File: config.mk
export PLATFORM = sky130hd
export DESIGN_NAME = echo_balance_filter
export DESIGN_NICKNAME = d
export VERILOG_FILES = /design/src/rtl/echo_balance_filter.sv
export SDC_FILE = /design/constraint.sdc
export NUM_CORES = 2
export LEC_CHECK = 0
export CORE_MARGIN = 4
export CORE_UTILIZATION = 45
export CTS_BUF_LIST = sky130_fd_sc_hd__clkbuf_4 sky130_fd_sc_hd__clkbuf_8
export DETAILED_ROUTE_END_ITERATION = 10
export GPL_ROUTABILITY_DRIVEN = 0
export GPL_TIMING_DRIVEN = 1
export PLACE_DENSITY = 0.61
export RECOVER_POWER = 50
export SKIP_CTS_REPAIR_TIMING = 1
export SLEW_MARGIN = 20
export SYNTH_ARGS = -nofsm -noshare
export SYNTH_HDL_FRONTEND = slang
export SYNTH_SLANG_ARGS = --single-unit
File: constraint.sdc
create_clock -name clk -period 11.4 [get_ports clk]
set_clock_uncertainty 0.15 [all_clocks]
set_input_delay 1.14 -clock clk [delete_from_list [all_inputs] [get_ports clk]]
set_output_delay 1.14 -clock clk [all_outputs]
set_load 0.02 [all_outputs]
File: src/rtl/echo_balance_filter.sv
module echo_balance_filter #(
  parameter int DW   = 16,
  parameter int FRAC = 14,
  parameter int AW   = 40,
  parameter int NTAP = 8,
  parameter int AAW  = 4
) (
  input  logic          clk,
  input  logic          rst_n,
  input  logic          cfg_we,
  input  logic [AAW-1:0] cfg_addr,
  input  logic [DW-1:0] cfg_wdata,
  input  logic          in_vld,
  input  logic [DW-1:0] tx_in,
  input  logic [DW-1:0] rx_in,
  output logic          out_vld,
  output logic [DW-1:0] rx_out,
  output logic [DW-1:0] echo_est
);
  localparam int NIIR  = 5;
  localparam int NTERM = NTAP + NIIR;
  localparam int CNTW  = $clog2(NTERM);
  localparam int TW    = $clog2(NTAP);
  localparam int PW    = 2 * DW;
  localparam logic [CNTW-1:0] LAST = CNTW'(NTERM - 1);
  localparam logic [AAW-1:0] CTRL_ADDR = '1;

  logic signed [DW-1:0] hc [NTAP];
  logic signed [DW-1:0] ic [NIIR];
  logic signed [DW-1:0] d  [NTAP];
  logic signed [DW-1:0] y1, y2, rx_s;
  logic signed [AW-1:0] acc;
  logic [CNTW-1:0] cnt;
  logic busy, bypass;

  function automatic logic signed [DW-1:0] sat(input logic signed [AW-1:0] v);
    if (&v[AW-1:DW-1] || ~|v[AW-1:DW-1]) return v[DW-1:0];
    return v[AW-1] ? {1'b1, {(DW-1){1'b0}}} : {1'b0, {(DW-1){1'b1}}};
  endfunction

  logic [CNTW-1:0] fpos;
  logic [2:0] iidx;
  logic [TW-1:0] tidx;
  logic signed [DW-1:0] csel, osel;
  logic signed [PW-1:0] prod;
  logic signed [AW-1:0] acc_nxt, diff;
  logic signed [DW-1:0] rep;
  logic [AAW-1:0] ioff;

  assign fpos = cnt - CNTW'(NIIR);
  assign tidx = fpos[TW-1:0];
  assign iidx = cnt[2:0];
  assign ioff = cfg_addr - AAW'(NTAP);

  always_comb begin
    if (cnt < CNTW'(NIIR)) begin
      csel = ic[iidx];
      if (iidx == 3'd3)      osel = y1;
      else if (iidx == 3'd4) osel = y2;
      else                   osel = d[TW'(iidx)];
    end else begin
      csel = hc[tidx];
      osel = d[tidx];
    end
  end

  assign prod    = csel * osel;
  assign acc_nxt = acc + AW'(prod);
  assign rep     = bypass ? '0 : sat(acc_nxt >>> FRAC);
  assign diff    = AW'(rx_s) - AW'(rep);

  always_ff @(posedge clk) begin
    if (!rst_n) begin
      for (int i = 0; i < NTAP; i++) begin hc[i] <= '0; d[i] <= '0; end
      for (int i = 0; i < NIIR; i++) ic[i] <= '0;
      bypass <= 1'b1;
    end else begin
      if (cfg_we) begin
        if (cfg_addr < AAW'(NTAP))              hc[cfg_addr[TW-1:0]] <= cfg_wdata;
        else if (cfg_addr < AAW'(NTERM))        ic[ioff[2:0]] <= cfg_wdata;
        else if (cfg_addr == CTRL_ADDR)         bypass <= cfg_wdata[0];
      end
      if (in_vld && !busy) begin
        d[0] <= tx_in;
        for (int i = 1; i < NTAP; i++) d[i] <= d[i-1];
      end
    end
  end

  always_ff @(posedge clk) begin
    if (!rst_n) begin
      busy <= 1'b0; cnt <= '0; acc <= '0; y1 <= '0; y2 <= '0; rx_s <= '0;
      out_vld <= 1'b0; rx_out <= '0; echo_est <= '0;
    end else begin
      out_vld <= 1'b0;
      if (!busy) begin
        if (in_vld) begin
          busy <= 1'b1; cnt <= '0; acc <= '0; rx_s <= rx_in;
        end
      end else begin
        acc <= acc_nxt;
        cnt <= cnt + 1'b1;
        if (cnt == CNTW'(NIIR - 1)) begin
          y1 <= sat(acc_nxt >>> FRAC);
          y2 <= y1;
        end
        if (cnt == LAST) begin
          busy     <= 1'b0;
          cnt      <= '0;
          out_vld  <= 1'b1;
          echo_est <= rep;
          rx_out   <= sat(diff);
        end
      end
    end
  end
endmodule


---- After elaboration in Yosys (flattened, before gate mapping) ----
Memory sizes are Yosys's and may differ from the RTL's. A register that Yosys moved wholly into a read port is not among the register bits.
Index checks and enable logic that the tools add are counted.
operators by class
  bitwise operators ....................... 11
  equal/unequal tests ..................... 5
  add/subtract/negate cells ............... 5
  reductions and logical operators ........ 18
  order comparisons ....................... 3
  multiply operators ...................... 1
  muxes and demuxes ....................... 60
operator list
  kind                                                count
  2-to-1 mux 16 bit                                   22
  2-to-1 mux 40 bit                                   2
  adder 40 x 32 -> 40 bit                             1
  multiplier 16 x 16 -> 32 bit                        1
  OR reduction 16 bit                                 2
  2-to-1 mux 1 bit                                    27
  AND reduction 25 bit                                1
  OR reduction 25 bit                                 1
  2-to-1 mux 3 bit                                    6
  subtractor 16 x 16 -> 17 bit                        1
  2-to-1 mux 4 bit                                    3
  AND reduction 11 bit                                1
  OR reduction 11 bit                                 1
  == test 4 bit, second input constant                2
  < comparator 4 bit, second input constant           2
  OR 1 bit                                            8
  AND reduction 2 bit                                 4
  adder 4 x 1 -> 4 bit, second input constant         1
  == test 4 x 3 -> 1 bit, second input constant       1
  < comparator 4 x 3 -> 1 bit, second input constant  1
  AND reduction 4 bit                                 1
  == test 3 x 2 -> 1 bit, second input constant       1
  == test 3 bit, second input constant                1
  zero test 1 bit                                     3
  other kinds (6)                                     9
word-level totals
  register bits after elaboration ......... 127
  logic and storage cells ................. 116
  bits in writable memories ............... 336
  memories kept ........................... 3
  bits of input ports ..................... 56
  output and inout bits ................... 33
memory list
  memory  depth  width  rd ports  clocked after memory_dff  wr ports  RTL line  text
  d       8      16     9         1                         8         30        logic signed [DW-1:0] d [NTAP];
  hc      8      16     1         0                         8         28        logic signed [DW-1:0] hc [NTAP];
  ic      5      16     1         1                         5         29        logic signed [DW-1:0] ic [NIIR];

---- Logic depth before layout (Yosys ltp) ----
  depth in word-level cells ............... 21
  mapped depth ............................ 52
  mapped depth without buffers ............ 45

---- Least setup slack after synthesis ----
OpenSTA, ideal clock, no wires.
  path type ............................... flip-flop to flip-flop
  start ................................... register cnt[0]
  end ..................................... register rx_out[10]
  cell stages (with the launch flop) ...... 48
  buffers on the path ..................... 10
  arrival time ............................ 12138 ps
  setup time .............................. 122 ps
  data required time ...................... 11128 ps
  path slack .............................. -1010 ps
  clock period less this slack ............ 12410 ps
  cells stage by stage .................... dfxtp_1 > clkbuf_1 > buf_2 > buf_2 > buf_2 > inv_1 > ha_1 > buf_6 > clkbuf_1 > clkbuf_1 > mux4_2 > mux2i_1 > o21ai_0 > clkbuf_1 > nand2_1 > fa_1 > inv_1 > fa_1 > (+12 left out) > inv_1 > o31ai_1 > o31ai_2 > xnor2_4 > a211oi_2 > buf_2 > a21oi_1 > ha_1 > o21ai_0 > a21boi_0 > o21a_1 > o21ai_0 > a211oi_1 > nor2_1 > nor3_1 > nor3_1 > clkbuf_1 > a221o_1
between the ends
  word-level cells in the longest chain between the ends .. 21
  elaborated cells between the ends (all ways) .. 35
  classes of those cells .................. add/sub: 3; mul: 1; order compare: 1; eq/ne: 3; mux: 16; reduce/logical: 9; memory: 2
RTL lines
  element                                                           RTL line  text
  from (decl)                                                       33        logic [CNTW-1:0] cnt;
  from (signal assigned)                                            102       cnt <= cnt + 1'b1;
  branches (longest 21 deep; another with adder 40 x 32 -> 40 bit)  -
  to (signal assigned)                                              112       rx_out <= sat(diff);
  to (decl)                                                         17        output logic [DW-1:0] rx_out,
Parallel ways; which one is timed is not known. The select of a mux whose other input is x is not followed.
A chain may end at the register's enable or synchronous reset.

---- Worst setup path in the final report ----
  start ................................... register cnt[1]
  end ..................................... register rx_out[8]
The elaborated chain is that of the path after synthesis.

==> results.tsv <==
stage	metric	value	unit
synthesis	synth-edff-count	384	
global_routing	grt_pass1_wl	157000	um
timing	finalHoldWorstSlack	308	ps
finish	final_nets	4027	
run_status	violations	capacitance limit, slew limit	
routing	antenna_left	0	
die	die_w	293	um
die	num_rows	104	
worst_setup_path	end_kind	register	
timing	final_hold_viol_count	0	
routing	drt-vias-per-instance	5.54	
timing	slew_headroom	-132	%
placement	dp_cells	4440	
min_path	min_path_type	reg2reg	
clock_tree	cts_root_buffer	clkbuf_8	
synthesis	synth_cell_type_count	89	
routing	wl	100000	um
timing	layout_min_cycle_time	11030	ps
timing	finalCritPeriodShare	96.7	%
placement	portBuffers	88	
timing	setup_violations	0	
routing	drc	0	
die	start_util	45.4	%
clock_tree	cts_htree_levels	3	
placement	dpl.hpwl	72400	um
die	ios	89	
synthesis	synth_cells	3248	
synthesis	async_flop_share	0	%
finish	layout-area-overhead-vs-synth	15.9	%
global_routing	grt_start_max_net_pins	97	
worst_setup_path	critPathRequiredTime	11870	ps
run	cap_violations	3	
synthesis	synth.top_cells.by_count	inv_1 (398), edfxtp_1 (384), and2_1 (363)	
placement	dp_slack	-79.4	ps
finish	final_util	52.7	%
clock_tree	cts.sinks	514	
clock_tree	cts_inserted_buffers	94	
finish	drive_above_1_share	16.3	%
synthesis	synthTopCellsByArea	edfxtp_1 (31%), fa_1 (18%), mux4_2 (7.9%), dfxtp_1 (7.1%), and2_1 (6.2%)	
run_status	status	finished, violations left	
synthesis	synth.yosys.seq_area_share	38.5	%
synthesis	ys_seq_elements	514	
synthesis	synth_top_area_cell	edfxtp_1	
clock_tree	insertion_delay	740	ps
synthesis	avgSynthCellArea	11.3	um^2
worst_setup_path	critPathMaxStageDelay	610	ps
worst_setup_path	cp_max_fo	16	
worst_setup_path	cp-start-kind	register	
global_routing	grt_usage	23.5	%
finish	nFillCells	7116	
global_routing	overflow	0	
routing	dr.pass1.iters	8	
clock_tree	clkTransAtPathRegs	60	ps
synthesis	yosysMostFrequentCell	inv_1	
synthesis	ys_warn_count	0	
die	coreArea	0.0807	mm^2
timing	slew_violations	132	
timing	worst_pin_slew	3480	ps
timing	setup_slack	371	ps
synthesis	synth_flop_cell	edfxtp_1	
worst_setup_path	cp.arrival	11500	ps
synthesis	netlist_area	0.0367	mm^2
synthesis	synth_top_area_share	31.4	%
routing	num_vias	25700	
timing	max_freq	90.7	MHz
routing	wl_per_cell	21.6	um
worst_setup_path	slowest_stage	fa_1	
global_routing	first_global_vias	27600	
clock_tree	cts_tree	built	
worst_setup_path	path_class	reg2reg	
routing	drt_iter0_markers	1894	
finish	final_cells	4644	
die	chipHeight	293	um
die	die_area	0.0861	mm^2
global_routing	antenna_found_initial	4	
clock_tree	clockBufferDepth	3	
[routing by layer]
metal,track usage [%],vias to the layer above,share of wire [%]
li1,-,11500,-
met1,30.0,13200,40
met2,40.4,868,49
met3,4.41,235,6.4
met4,8.11,2,3.8
met5,0,-,0.011
[layout make-up]
class / instances / area, um^2 / area share [%]
clock inverter: 38 / 478 / 1.12
antenna: 5 / 12.5 / 0.0294
clock buffer: 132 / 1690 / 3.97
sequential: 514 / 14100 / 33.3
multi-input combinational: 2209 / 20800 / 49.0
tap: 1060 / 1330 / 3.12
inverter: 398 / 1500 / 3.52
timing repair buffer: 288 / 2540 / 5.98
[registers in the layout, indices dropped and copies added (netlist names), 40 cells and up, named ones only]
signal / cells
d: 128
acc: 40
ic: 128
hc: 128
[worst max-delay path: cells and delay by family, from the launching register on]
kind / cells / cell delay, ps
DFF: 1 / 340
adders and majority gates: 9 / 4110
muxes: 1 / 410
xor gates and xnor gates: 1 / 230
and+or+nand+nor: 9 / 1580
AOI/OAI and AO/OA: 10 / 2500
buffers and inverters: 9 / 1580
[kinds of logic (layout without fill, tap and decap cells)]
logic type | count (synthesis) | after routing | synth area share (%)
buf+inv | 573 | 856 | 6.02
fa+ha+maj | 466 | 466 | 22.7
flops | 514 | 514 | 38.5
mux | 192 | 192 | 9.67
simple gates | 1053 | 1053 | 14.8
other cells | 1 | 53 | 0.0102
xor+xnor | 46 | 46 | 1.19
compound gates | 403 | 404 | 7.03
[placed cells by master (no fill, tap or decap), types with 13 or more instances in the layout]
| master | count |
|---|---|
| nor3_1 | 27 |
| nand3_1 | 19 |
| a22o_1 | 15 |
| fa_1 | 327 |
| mux2i_1 | 45 |
| dlygate4sd3_1 | 18 |
| nand2b_1 | 18 |
| mux2_2 | 16 |
| clkbuf_1 | 15 |
| and2_1 | 246 |
| o21ai_2 | 16 |
| o21a_1 | 13 |
| clkbuf_4 | 21 |
| and2_0 | 118 |
| and3_1 | 14 |
| xnor2_1 | 28 |
| nor2b_1 | 27 |
| a21o_1 | 14 |
| nor2_1 | 217 |
| a21oi_1 | 132 |
| nor3b_1 | 37 |
| buf_4 | 165 |
| inv_1 | 395 |
| clkdlybuf4s50_1 | 68 |
| dfxtp_1 | 125 |
| ha_1 | 132 |
| conb_1 | 48 |
| nand2_1 | 269 |
| edfxtp_1 | 384 |
| a221o_1 | 16 |
| clkbuf_8 | 111 |
| o21ai_0 | 61 |
| mux4_2 | 128 |
| o21ai_1 | 35 |
[stage by stage]
step	cell area (um^2)	setup TNS, ps
after detailed placement	39900	-898
after CTS	42000	-1280
after floorplan	36900	0
final	42500	0
after global routing	42500	-338
after global placement	39800	0
[worst paths after layout]
| kind | startpoint | endpoint | slack, ps | cells past startpoint |
|---|---|---|---|---|
| setup / recovery | cnt[1] | rx_out[8] | 370 | 39 |
| setup reg to reg | cnt[1] | rx_out[8] | 370 | 39 |
| hold reg to reg | echo_est[11] | echo_est[11] | 310 | 2 |
| hold / removal | echo_est[11] | echo_est[11] | 310 | 2 |
Power is left out: the tool's default activity adds up to more than one toggle a clock period on the data nets, which glitch-free logic cannot reach.
